## config.mk

```make
export PLATFORM = sky130hd
export DESIGN_NAME = ptp_timer
export DESIGN_NICKNAME = d
export VERILOG_FILES = /design/src/rtl/ptp_tmr_pkg.sv /design/src/rtl/ptp_phase_accum.sv /design/src/rtl/ptp_pulse_gen.sv /design/src/rtl/ptp_evt_capture.sv /design/src/rtl/ptp_timer.sv
export SDC_FILE = /design/constraint.sdc
export NUM_CORES = 1
export LEC_CHECK = 0
export BUFFER_PORTS_ARGS = -buffer_cell sky130_fd_sc_hd__buf_4
export CORE_AREA = 2 2 289 291
export DETAILED_ROUTE_END_ITERATION = 10
export DIE_AREA = 0 0 291 293
export PLACE_DENSITY_LB_ADDON = 0.25
export SYNTH_ARGS = -nofsm -noshare
export SYNTH_HDL_FRONTEND = slang
export SYNTH_SLANG_ARGS = --single-unit
```

## constraint.sdc

```tcl
create_clock -name clk -period 4.5 [get_ports clk]
set_clock_uncertainty 0.1 [all_clocks]
set_input_delay 0.45 -clock clk [delete_from_list [all_inputs] [get_ports clk]]
set_output_delay 0.45 -clock clk [all_outputs]
set_load 0.05 [all_outputs]
```

## src/rtl/ptp_tmr_pkg.sv

```systemverilog
package ptp_tmr_pkg;
  localparam int ADDR_W = 4;
  localparam int N_PULSE = 2;
  localparam int N_EVT = 2;
  localparam int ALARM_BIT = 2;

  localparam logic [ADDR_W-1:0] A_ADDEND   = 4'd0;
  localparam logic [ADDR_W-1:0] A_PERIOD   = 4'd1;
  localparam logic [ADDR_W-1:0] A_PRESC    = 4'd2;
  localparam logic [ADDR_W-1:0] A_TIME_LO  = 4'd3;
  localparam logic [ADDR_W-1:0] A_TIME_HI  = 4'd4;
  localparam logic [ADDR_W-1:0] A_ALARM_LO = 4'd5;
  localparam logic [ADDR_W-1:0] A_ALARM_HI = 4'd6;
  localparam logic [ADDR_W-1:0] A_PLS0     = 4'd7;
  localparam logic [ADDR_W-1:0] A_PLS1     = 4'd8;
  localparam logic [ADDR_W-1:0] A_STATUS   = 4'd9;
  localparam logic [ADDR_W-1:0] A_CAP0_LO  = 4'd10;
  localparam logic [ADDR_W-1:0] A_CAP0_HI  = 4'd11;
  localparam logic [ADDR_W-1:0] A_CAP1_LO  = 4'd12;
  localparam logic [ADDR_W-1:0] A_CAP1_HI  = 4'd13;
endpackage

```

## src/rtl/ptp_phase_accum.sv

```systemverilog
module ptp_phase_accum #(
  parameter int ACC_W = 32
) (
  input  logic             clk,
  input  logic             rst_n,
  input  logic [ACC_W-1:0] addend_i,
  output logic             tick_o
);
  logic [ACC_W-1:0] acc_q;
  logic [ACC_W:0]   sum;

  assign sum    = {1'b0, acc_q} + {1'b0, addend_i};
  assign tick_o = sum[ACC_W];

  always_ff @(posedge clk or negedge rst_n) begin
    if (!rst_n) acc_q <= '0;
    else        acc_q <= sum[ACC_W-1:0];
  end

  // a zero addend freezes the phase
  p_zero_addend_holds_r2: assert property (@(posedge clk) disable iff (!rst_n)
    (addend_i == '0) |=> (acc_q == $past(acc_q)));
endmodule

```

## src/rtl/ptp_pulse_gen.sv

```systemverilog
module ptp_pulse_gen #(
  parameter int LOAD_W = 32,
  parameter int PER_W  = 8,
  parameter int PRE_W  = 16
) (
  input  logic              clk,
  input  logic              rst_n,
  input  logic              tick_i,
  input  logic              restart_i,
  input  logic [LOAD_W-1:0] load_i,
  input  logic [PER_W-1:0]  period_i,
  input  logic [PRE_W-1:0]  presc_i,
  output logic              pulse_o
);
  logic [LOAD_W-1:0] rem_q;
  logic [PRE_W-1:0]  width_q;
  logic [LOAD_W-1:0] per_ext;
  logic              enabled;

  assign per_ext = LOAD_W'(period_i);
  assign enabled = (load_i != '0);
  assign pulse_o = (width_q != '0);

  always_ff @(posedge clk or negedge rst_n) begin
    if (!rst_n) begin
      rem_q   <= '0;
      width_q <= '0;
    end else if (restart_i || !enabled) begin
      rem_q   <= load_i;
      width_q <= '0;
    end else if (tick_i) begin
      if (rem_q < per_ext) begin
        rem_q   <= load_i;
        width_q <= presc_i;
      end else begin
        rem_q <= rem_q - per_ext;
        if (width_q != '0) width_q <= width_q - PRE_W'(1);
      end
    end
  end

  // a pulse only starts on a nominal tick
  p_rise_on_tick_r6: assert property (@(posedge clk) disable iff (!rst_n)
    $rose(pulse_o) |-> $past(tick_i));
  // the countdown never exceeds the programmed interval
  p_rem_bounded_r6: assert property (@(posedge clk) disable iff (!rst_n)
    rem_q <= load_i);
  // a disabled generator stays quiet
  p_disabled_low_r8: assert property (@(posedge clk) disable iff (!rst_n)
    (load_i == '0) |=> !pulse_o);
endmodule

```

## src/rtl/ptp_evt_capture.sv

```systemverilog
module ptp_evt_capture #(
  parameter int TIME_W = 64,
  parameter int SYNC   = 2
) (
  input  logic              clk,
  input  logic              rst_n,
  input  logic              evt_i,
  input  logic [TIME_W-1:0] time_i,
  input  logic              clear_i,
  output logic [TIME_W-1:0] cap_o,
  output logic              flag_o
);
  logic [SYNC:0] sh_q;
  logic          rise;

  assign rise = sh_q[SYNC-1] & ~sh_q[SYNC];

  always_ff @(posedge clk or negedge rst_n) begin
    if (!rst_n) begin
      sh_q   <= '0;
      cap_o  <= '0;
      flag_o <= 1'b0;
    end else begin
      sh_q <= {sh_q[SYNC-1:0], evt_i};
      if (rise) begin
        cap_o  <= time_i;
        flag_o <= 1'b1;
      end else if (clear_i) begin
        flag_o <= 1'b0;
      end
    end
  end

  // the sticky flag only sets from a synchronized rising edge
  p_flag_from_edge_r9: assert property (@(posedge clk) disable iff (!rst_n)
    $rose(flag_o) |-> $past(rise));
  // without an edge the capture register holds
  p_cap_hold_r9: assert property (@(posedge clk) disable iff (!rst_n)
    !rise |=> $stable(cap_o));
endmodule

```

## src/rtl/ptp_timer.sv

```systemverilog
module ptp_timer
  import ptp_tmr_pkg::*;
#(
  parameter int          DATA_W      = 32,
  parameter int          PER_W       = 8,
  parameter int          PRE_W       = 16,
  parameter int          SYNC_STAGES = 2,
  parameter logic [31:0] RST_ADDEND  = 32'h8000_0000,
  parameter logic [7:0]  RST_PERIOD  = 8'd10,
  parameter logic [15:0] RST_PRESC   = 16'd2
) (
  input  logic              clk,
  input  logic              rst_n,
  input  logic              reg_wr,
  input  logic [ADDR_W-1:0] reg_addr,
  input  logic [DATA_W-1:0] reg_wdata,
  output logic [DATA_W-1:0] reg_rdata,
  input  logic [N_EVT-1:0]  evt_i,
  output logic [2*DATA_W-1:0] time_o,
  output logic              out_tick_o,
  output logic [N_PULSE-1:0] pulse_o,
  output logic              alarm_o
);
  localparam int TIME_W = 2 * DATA_W;

  logic [DATA_W-1:0] addend_q, time_lo_stage, alarm_lo_stage;
  logic [PER_W-1:0]  period_q;
  logic [PRE_W-1:0]  presc_q, pre_cnt_q;
  logic [TIME_W-1:0] time_q, alarm_q;
  logic              armed_q, alarm_flag_q, out_tick_q, tick;
  logic              time_load, alarm_arm, status_wr;
  logic [DATA_W-1:0] load_q    [N_PULSE];
  logic [DATA_W-1:0] load_next [N_PULSE];
  logic [TIME_W-1:0] cap       [N_EVT];
  logic [N_EVT-1:0]  evt_flag;

  assign time_load = reg_wr && (reg_addr == A_TIME_HI);
  assign alarm_arm = reg_wr && (reg_addr == A_ALARM_HI);
  assign status_wr = reg_wr && (reg_addr == A_STATUS);

  // configuration registers
  always_ff @(posedge clk or negedge rst_n) begin
    if (!rst_n) begin
      addend_q       <= DATA_W'(RST_ADDEND);
      period_q       <= PER_W'(RST_PERIOD);
      presc_q        <= PRE_W'(RST_PRESC);
      time_lo_stage  <= '0;
      alarm_lo_stage <= '0;
    end else if (reg_wr) begin
      case (reg_addr)
        A_ADDEND:   addend_q       <= reg_wdata;
        A_PERIOD:   period_q       <= reg_wdata[PER_W-1:0];
        A_PRESC:    presc_q        <= reg_wdata[PRE_W-1:0];
        A_TIME_LO:  time_lo_stage  <= reg_wdata;
        A_ALARM_LO: alarm_lo_stage <= reg_wdata;
        default: ;
      endcase
    end
  end

  ptp_phase_accum #(.ACC_W(DATA_W)) u_accum (
    .clk      (clk),
    .rst_n    (rst_n),
    .addend_i (addend_q),
    .tick_o   (tick)
  );

  // time counter
  always_ff @(posedge clk or negedge rst_n) begin
    if (!rst_n)         time_q <= '0;
    else if (time_load) time_q <= {reg_wdata, time_lo_stage};
    else if (tick)      time_q <= time_q + TIME_W'(period_q);
  end
  assign time_o = time_q;

  // prescaler on the tick stream
  always_ff @(posedge clk or negedge rst_n) begin
    if (!rst_n) begin
      pre_cnt_q  <= '0;
      out_tick_q <= 1'b0;
    end else if (tick) begin
      if (pre_cnt_q >= presc_q - PRE_W'(1)) begin
        pre_cnt_q  <= '0;
        out_tick_q <= 1'b1;
      end else begin
        pre_cnt_q  <= pre_cnt_q + PRE_W'(1);
        out_tick_q <= 1'b0;
      end
    end else begin
      out_tick_q <= 1'b0;
    end
  end
  assign out_tick_o = out_tick_q;

  // pulse generators
  for (genvar g = 0; g < N_PULSE; g++) begin : g_pulse
    localparam logic [ADDR_W-1:0] MY_ADDR = A_PLS0 + ADDR_W'(g);
    logic own_wr;
    assign own_wr       = reg_wr && (reg_addr == MY_ADDR);
    assign load_next[g] = own_wr ? reg_wdata : load_q[g];

    always_ff @(posedge clk or negedge rst_n) begin
      if (!rst_n) load_q[g] <= '0;
      else        load_q[g] <= load_next[g];
    end

    ptp_pulse_gen #(.LOAD_W(DATA_W), .PER_W(PER_W), .PRE_W(PRE_W)) u_gen (
      .clk       (clk),
      .rst_n     (rst_n),
      .tick_i    (tick),
      .restart_i (own_wr || time_load),
      .load_i    (load_next[g]),
      .period_i  (period_q),
      .presc_i   (presc_q),
      .pulse_o   (pulse_o[g])
    );
  end

  // event timestamp capture
  for (genvar e = 0; e < N_EVT; e++) begin : g_evt
    ptp_evt_capture #(.TIME_W(TIME_W), .SYNC(SYNC_STAGES)) u_cap (
      .clk     (clk),
      .rst_n   (rst_n),
      .evt_i   (evt_i[e]),
      .time_i  (time_q),
      .clear_i (status_wr && reg_wdata[e]),
      .cap_o   (cap[e]),
      .flag_o  (evt_flag[e])
    );
  end

  // single-shot alarm
  always_ff @(posedge clk or negedge rst_n) begin
    if (!rst_n) begin
      alarm_q      <= '0;
      armed_q      <= 1'b0;
      alarm_flag_q <= 1'b0;
    end else begin
      if (alarm_arm) begin
        alarm_q <= {reg_wdata, alarm_lo_stage};
        armed_q <= 1'b1;
      end else if (armed_q && (time_q >= alarm_q)) begin
        armed_q <= 1'b0;
      end
      if (!alarm_arm && armed_q && (time_q >= alarm_q)) alarm_flag_q <= 1'b1;
      else if (status_wr && reg_wdata[ALARM_BIT])        alarm_flag_q <= 1'b0;
    end
  end
  assign alarm_o = alarm_flag_q;

  // read mux
  always_comb begin
    reg_rdata = '0;
    case (reg_addr)
      A_ADDEND:   reg_rdata = addend_q;
      A_PERIOD:   reg_rdata = DATA_W'(period_q);
      A_PRESC:    reg_rdata = DATA_W'(presc_q);
      A_TIME_LO:  reg_rdata = time_q[DATA_W-1:0];
      A_TIME_HI:  reg_rdata = time_q[TIME_W-1:DATA_W];
      A_ALARM_LO: reg_rdata = alarm_q[DATA_W-1:0];
      A_ALARM_HI: reg_rdata = alarm_q[TIME_W-1:DATA_W];
      A_PLS0:     reg_rdata = load_q[0];
      A_PLS1:     reg_rdata = load_q[1];
      A_STATUS:   reg_rdata = DATA_W'({alarm_flag_q, evt_flag});
      A_CAP0_LO:  reg_rdata = cap[0][DATA_W-1:0];
      A_CAP0_HI:  reg_rdata = cap[0][TIME_W-1:DATA_W];
      A_CAP1_LO:  reg_rdata = cap[1][DATA_W-1:0];
      A_CAP1_HI:  reg_rdata = cap[1][TIME_W-1:DATA_W];
      default:    reg_rdata = '0;
    endcase
  end

  // the time moves by nothing or by one period unless loaded
  p_time_step_r3: assert property (@(posedge clk) disable iff (!rst_n)
    !time_load |=> ((time_q == $past(time_q)) ||
                    (time_q == $past(time_q) + TIME_W'($past(period_q)))));
  // a load places the written value in the time
  p_time_load_r4: assert property (@(posedge clk) disable iff (!rst_n)
    time_load |=> (time_q[TIME_W-1:DATA_W] == $past(reg_wdata)));
  // the output strobe follows a tick
  p_strobe_on_tick_r5: assert property (@(posedge clk) disable iff (!rst_n)
    out_tick_q |-> $past(tick));
  // the alarm rises only once the time has reached the alarm value
  p_alarm_due_r11: assert property (@(posedge clk) disable iff (!rst_n)
    $rose(alarm_flag_q) |-> ($past(time_q) >= $past(alarm_q)));
  // firing consumes the arming
  p_alarm_once_r12: assert property (@(posedge clk) disable iff (!rst_n)
    ($rose(alarm_flag_q) && !$past(alarm_arm)) |-> !armed_q);
endmodule

```

==> run summary, run 1 <==
Sequential share of power = 36.0%
Met2 routed WL = 53390 um
CP Capture Type = register
Post-synthesis sequential area ratio = 45.75%
Number of clock sinks = 595
Chip Height = 293 um
Synth unique cells = 81
Vias in the first global route = 26298
CTS H-tree depth = 3
Post-synthesis mux area share = 13.40%
Switching share of total power = 40.84%
CTS root buffer = clkbuf_16
CP dominant cell by count = buf_4
Worst slew margin = 19.70%
Nets@finish = 3468
Met1 wire length = 52410 um
Commonest cells post-synth = 591 x dfrtp_1, 376 x mux2_2, 210 x nand2_1, 182 x o21ai_0, 170 x nor2_1
Logic pwr share = 39.4%
Final count of hold timing violations = 0
Router iterations before antenna repair = 6
Clk slew on worst S/H paths = 60 ps
Vias = 27390
Slew Viols, Final = 0
Pleak = 16.15 nW
Post-synth EDFFs = 0
Largest family of logic cells by synthesized area = compound AO/OA/AOI/OAI gates
Crit path max fanout = 25
Crit-path slowest cell = or4_1
Area fraction in compound gates after synthesis = 16.76%
RSZ-0062 raised after global routing = false
Post-DRT Antenna Nets = 0
Synth Warn # = 0
Synth area leaders = dfrtp_1 45%, mux2_2 13%, ha_1 5.4%
TNS Setup = 0 ps
Cts bufs inserted = 69
Synthesis-to-finish area growth = 16.22%
Max-Cap Viols = 0
Residual DRC = 0
Total gr overflow = 0
Core Box Area = 0.08185 sq mm
Internal power = 14.22 mW
Final Cycle Share = 89.05%
Post-Syn Area = 0.03256 sq mm
Clock network power share = 24.6%
PortBufs = 140
CTS tree = done
Layout cells sized above 1 = 23.85%
Largest area contributor in the netlist = dfrtp_1
Die width = 291 um
Required @ worst endpoint = 4900 ps
Dpl hpwl = 85240 um
CP Launch Type = register
Finished Layout Cells = 4404
#FFs+latches synth = 595
Psw = 9.815 mW
Min cycle time layout = 4007 ps
First-pass GRT wire length = 179100 um
WL/cell = 27.32 um
CP Cell Sequence = ha_1 > fa_1 > a21oi_1 > nor2_1 > o31ai_1 > buf_4 > a2111oi_1 > or4_1 > buf_4 > nand2_1 > buf_4 > nor2_1 > a22o_1
Max Used Layer = met4
Row count = 105
Clock Path Buffers = 3
Most used DFF post-synth = dfrtp_1
Maximum VDD drop = 0.2985 mV
Via-to-Cell Ratio = 6.219
Synth Area in XOR/XNOR = 1.910%
Die ar. = 0.08526 sq mm
Starting Density = 39.78%
All-Layer GR Usage = 28.04%
Pin count of the biggest net entering global routing = 94
WL final = 120300 um
Post-Syn Nets = 3320
Synthesized area per cell = 10.39 sq um
HP Class = input port to register
Initial antenna violation count = 3
Critical path arrival = 4410 ps
Post-synthesis cell count = 3135
Starting DRT DRC Count = 3070
Most instantiated library cell after synthesis = dfrtp_1
Max Freq = 249.6 MHz
WL met3 = 9529 um
Worst skew pair latency = 630 ps
Post-synthesis adder-cell area fraction = 5.626%
CP peak stage delay = 620 ps
Final GP Congestion = 0.9598
Setup CP Type = register to register
Dpl cells = 4279
Final setup fails = 0
Fillers = 7663
Worst-margin pin slew = 1193 ps
Yosys top cell area share = 45.42%
Simple-gate share of the synthesized area = 12.83%
Ys async rst share = 100.0%
Io pins = 141
Status = complete, no violations
PD cells = 635.1 mW/mm^2
-- metal layers --
metal / GRT usage [%] / vias up
met5: 0 / -
met4: 11.02 / 0
met3: 4.599 / 234
met2: 43.18 / 1147
met1: 39.50 / 13969
li1: - / 12040
-- cells by family after synthesis --
group	after synthesis
flip-flops	595
multiplexers	389
buffers and inverters	310
AND/OR/NAND/NOR	826
adder cells (fa/ha/maj)	144
XOR/XNOR	71
AO/OA/AOI/OAI	800
-- through the flow --
stage / utilization, % / power, mW / cell area [sq um] / hold slack (ps) / setup slack (ps)
2_1_floorplan: - / 14.57 / 32560 / 54.41 / 828.0
3_3_place_gp: 43.30 / 17.87 / 35440 / 234.4 / 606.0
3_5_place_dp: 43.30 / 18.03 / 35440 / 240.4 / 589.7
4_1_cts: 46.23 / 23.98 / 37840 / 26.52 / 576.1
5_1_grt: 46.23 / 25.38 / 37840 / 52.82 / 287.7
6_report: 46.23 / 24.03 / 37840 / 49.29 / 492.9
-- cells in the final DEF, fill, tap and decap left out, types with 64 or more instances in the layout --
master and n:
dfrtp_1 591, nand3_1 84, a221oi_1 65, ha_1 140, nand2_1 204, nor2_1 163, clkbuf_16 73, a22o_1 64
a21oi_1 128, mux2_2 376, o21ai_0 181, nor3_1 64, buf_4 238, inv_1 130
-- power by group through the flow --
stage | registers, mW | logic [mW] | clock network (mW)
global placement | 8.66 | 9.21 | 0
global route | 8.85 | 10.3 | 6.22
CTS | 8.62 | 9.37 | 5.99
floorplan | 8.60 | 5.96 | 0
detailed placement | 8.70 | 9.34 | 0
finish | 8.66 | 9.46 | 5.91
-- registers in the layout, summed over array words and instances, names as in the netlist --
name and flops:
addend_q 32, alarm_lo_stage 32, alarm_o 1, alarm_q 64
armed_q 1, g_evt.u_cap.cap_o 128, g_evt.u_cap.flag_o 2, g_evt.u_cap.sh_q 6
g_pulse.u_gen.rem_q 64, g_pulse.u_gen.width_q 32, load_q 64, out_tick_o 1
period_q 8, pre_cnt_q 16, presc_q 16, time_lo_stage 32
time_o 64, u_accum.acc_q 32
-- final timing paths --
| path | cells past startpoint | startpoint | slack (ps) | to |
|---|---|---|---|---|
| max reg2reg | 13 | addend_q[0] | 490 | pre_cnt_q[12] |
| min | 3 | reg_wdata[31] | 50 | time_o[63] |
| max | 13 | addend_q[0] | 490 | pre_cnt_q[12] |
| min in group asynchronous | 2 | rst_n | 330 | time_o[28] |
| min reg2reg | 0 | g_evt[0].u_cap.sh_q[0] | 250 | g_evt[0].u_cap.sh_q[1] |
| max in group asynchronous | 3 | rst_n | 2890 | time_o[15] |
-- final cells by class --
class | instances | area [sq um] | share of cell area, %
clock buffers | 102 | 2116 | 5.592
clock inverters | 19 | 254.0 | 0.6713
inverters | 131 | 491.7 | 1.300
multi-input cells | 2230 | 16630 | 43.95
well taps | 1070 | 1339 | 3.538
flip-flops and latches | 595 | 14890 | 39.36
repair buffers | 256 | 2112 | 5.582
diodes | 1 | 2.502 | 0.006613
-- worst max-delay path: cells and delay by family, from the launching register on --
family,cells,cell delay (ps)
DFF,1,400
and+or+nand+nor,4,1030
AOI/OAI and AO/OA,4,880
adders and majority gates,2,710
buffers and inverters,3,770
-- repair_timing --
action	4_1_cts	5_1_grt
endpoints found under the hold margin	77	0
hold buffers	3	0
setup buffers	0	0
gates resized for setup	0	0
(Power assumes the default switching activity.)
==> inputs of run 2 (changes only) <==
--- a/config.mk
+++ b/config.mk
@@ -6,9 +6,9 @@
 export NUM_CORES = 1
 export LEC_CHECK = 0
 export BUFFER_PORTS_ARGS = -buffer_cell sky130_fd_sc_hd__buf_4
-export CORE_AREA = 2 2 289 291
+export CORE_AREA = 2 2 308 310
 export DETAILED_ROUTE_END_ITERATION = 10
-export DIE_AREA = 0 0 291 293
+export DIE_AREA = 0 0 310 312
 export PLACE_DENSITY_LB_ADDON = 0.25
 export SYNTH_ARGS = -nofsm -noshare
 export SYNTH_HDL_FRONTEND = slang
==> constraint.sdc (replaced) <==
create_clock -name clk -period 3.4 [get_ports clk]
set_clock_uncertainty 0.1 [all_clocks]
set_input_delay 0.34 -clock clk [delete_from_list [all_inputs] [get_ports clk]]
set_output_delay 0.34 -clock clk [all_outputs]
set_load 0.05 [all_outputs]
==> run summary, run 2 (synthesis gave the netlist of run 1 again) <==
Final GP Congestion = 0.9212 (-4.0%)
Post-DRT Antenna Nets = 0 (unchanged)
TNS Setup = 0 ps (unchanged)
Slew Viols, Final = 0 (unchanged)
CTS root buffer = clkbuf_16
Vias = 28341 (+3.5%)
Crit path max fanout = 6 (-76%)
Final setup fails = 0 (unchanged)
Dpl cell area = 0.03747 sq mm (+5.7%)
R2r startpoint = addend_q[15]
Final count of hold timing violations = 0 (unchanged)
Starting DRT DRC Count = 2862 (-6.8%)
Initial antenna violation count = 9 (+6)
Number of clock sinks = 595 (unchanged)
RSZ-0062 raised after global routing = true
Nets@finish = 3720 (+7.3%)
Worst skew pair latency = 630 ps (about the same)
WL final = 129500 um (+7.7%)
Pwr Total = 34.45 mW (+43%)
Row count = 112 (+6.7%)
Layout cells sized above 1 = 29.86% (+6.0 points)
CP dominant cell by count = buf_4
Io pins = 141 (unchanged)
Cts bufs inserted = 72 (+4.3%)
Crit-path slowest cell = dfrtp_1
Most frequent cells in the layout = 589 x dfrtp_1, 436 x buf_4, 376 x mux2_2
Chip Height = 312 um (+6.5%)
Setup crit end = g_pulse[1].u_gen.rem_q[20]
R2R setup slack = 40 ps (-450 ps)
Worst slew margin = 39.56% (+20 points)
Number of diodes = 0 (-1)
WL/cell = 26.72 um (-2.2%)
PortBufs = 140 (unchanged)
Worst-margin pin slew = 897.1 ps (-296.3 ps)
CP peak stage delay = 420 ps (-200 ps)
Total gr overflow = 0 (unchanged)
Starting Density = 34.99% (-4.8 points)
Pleak = 17.53 nW (+8.6%)
Die width = 310 um (+6.5%)
Die ar. = 0.09672 sq mm (+13%)
Hold WS = 33.58 ps (-15.71 ps)
Core Box Area = 0.09305 sq mm (+14%)
Min cycle time layout = 3361 ps (-646.1 ps)
CP Launch Type = register
Clk slew on worst S/H paths = 60 ps (about the same)
First-pass GRT wire length = 189900 um (+6.0%)
HP Class = input port to register
Pin count of the biggest net entering global routing = 122 (+30%)
Clock Path Buffers = 3 (unchanged)
Dpl hpwl = 94000 um (+10%)
Final Cycle Share = 98.85% (+9.8 points)
Max Freq = 297.5 MHz (+19%)
Via-to-Cell Ratio = 5.847 (-6.0%)
Flip-flop count of the largest register after layout = 128 (unchanged)
CP Capture Type = register
Min-Delay Path Depth = 3 (unchanged)
Status = complete, no violations
CP Launch Point = addend_q[15]
Biggest register = g_evt.u_cap.cap_o
Residual DRC = 0 (unchanged)
Router iterations before antenna repair = 8 (+2)
Commonest non-fill, non-tap cell in the layout = dfrtp_1
CTS H-tree depth = 3 (unchanged)
Critical path arrival = 3750 ps (-660 ps)
Max-Cap Viols = 0 (unchanged)
PD cells = 847.3 mW/mm^2 (+33%)
R2R cell count = 13 (unchanged)
Setup CP Type = register to register
Vias in the first global route = 27336 (+3.9%)
Synthesis-to-finish area growth = 24.89%
All-Layer GR Usage = 26.50% (-1.5 points)
Maximum VDD drop = 0.3520 mV (+18%)
Final instance area = 0.04066 sq mm (+7.5%)
Required @ worst endpoint = 3790 ps (-1110 ps)
CP Cell Sequence = ha_4 > a2111oi_4 > o21ai_2 > a221oi_2 > buf_4 > o221ai_2 > buf_4 > nor4_2 > buf_4 > nor2_4 > buf_4 > a21oi_1 > o22ai_1
CTS tree = done
RR Endpoint = g_pulse[1].u_gen.rem_q[20]
## run 2: cell count changes in the layout (fill, tap and decap cells not counted), moves of 6 or more
| cell | before | now |
|---|---|---|
| buf_6 | 0 | 8 |
| dlygate4sd3_1 | 3 | 25 |
| o21ai_0 | 181 | 172 |
| buf_12 | 14 | 33 |
| buf_4 | 238 | 436 |
| nor3_1 | 64 | 58 |
## run 2: area by class of cell
| class | instances | area, sq um |
|---|---|---|
| Clock buffer | 107 | 2135 |
| Clock inverter | 25 | 306.5 |
| Fill cell | 8934 | 52390 |
| Inverter | 131 | 491.7 |
| Multi-Input combinational cell | 2230 | 16920 |
| Sequential cell | 595 | 14900 |
| Tap cell | 1254 | 1569 |
| Timing Repair Buffer | 505 | 4344 |
## run 2: metrics by stage
stage                     instances  setup WS (ps)  util, %
after floorplan                3135          5.451        -
after global placement         4673         -335.3    40.27
after detailed placement       4673         -370.0    40.27
after CTS                      4835          5.386    43.35
after global routing           4847         -49.69    43.70
final                          4847          38.98    43.70
## run 2: layer usage
metal	vias to the layer above	GRT usage [%]	wire length [um]
li1	12533	-	-
met1	14413	38.87	58640
met2	1146	38.27	54760
met3	241	5.750	11350
met4	8	9.300	4729
met5	-	0	47
## run 2: worst min-delay path by stage
stage	from	to	slack, ps
after floorplan	rst_n	addend_q[0]	-60
after global placement	rst_n	alarm_lo_stage[25]	140
after detailed placement	rst_n	alarm_lo_stage[25]	140
after CTS	reg_wdata[2]	time_o[34]	8
after global routing	reg_wdata[7]	time_o[39]	40
final	reg_wdata[7]	time_o[39]	30
## run 2: worst max-delay path: cells and delay by family (launching register included)
family,cells,cell delay [ps]
AND/OR/NAND/NOR,2,320
buffers and inverters,4,740
AO/OA/AOI/OAI,6,1350
adder cells (fa/ha/maj),1,280
flip-flops,1,420
## run 2: power by group
group / leakage [nW] / total (mW) / internal (mW) / switching [mW]
registers: 7.14 / 11.2 / 9.28 / 1.96
logic: 9.18 / 15.2 / 6.49 / 8.66
clock network: 1.21 / 8.06 / 4.76 / 3.30
total: 17.5 / 34.5 / 20.5 / 13.9
## run 2: timing repair
item	in CTS	in global routing
setup buffers	3	11
hold endpoints to repair	503	0
hold buffers	25	0
gates resized for setup	16	64
endpoints found under the setup margin	174	115
cloned	2	1
pin swaps	3	30
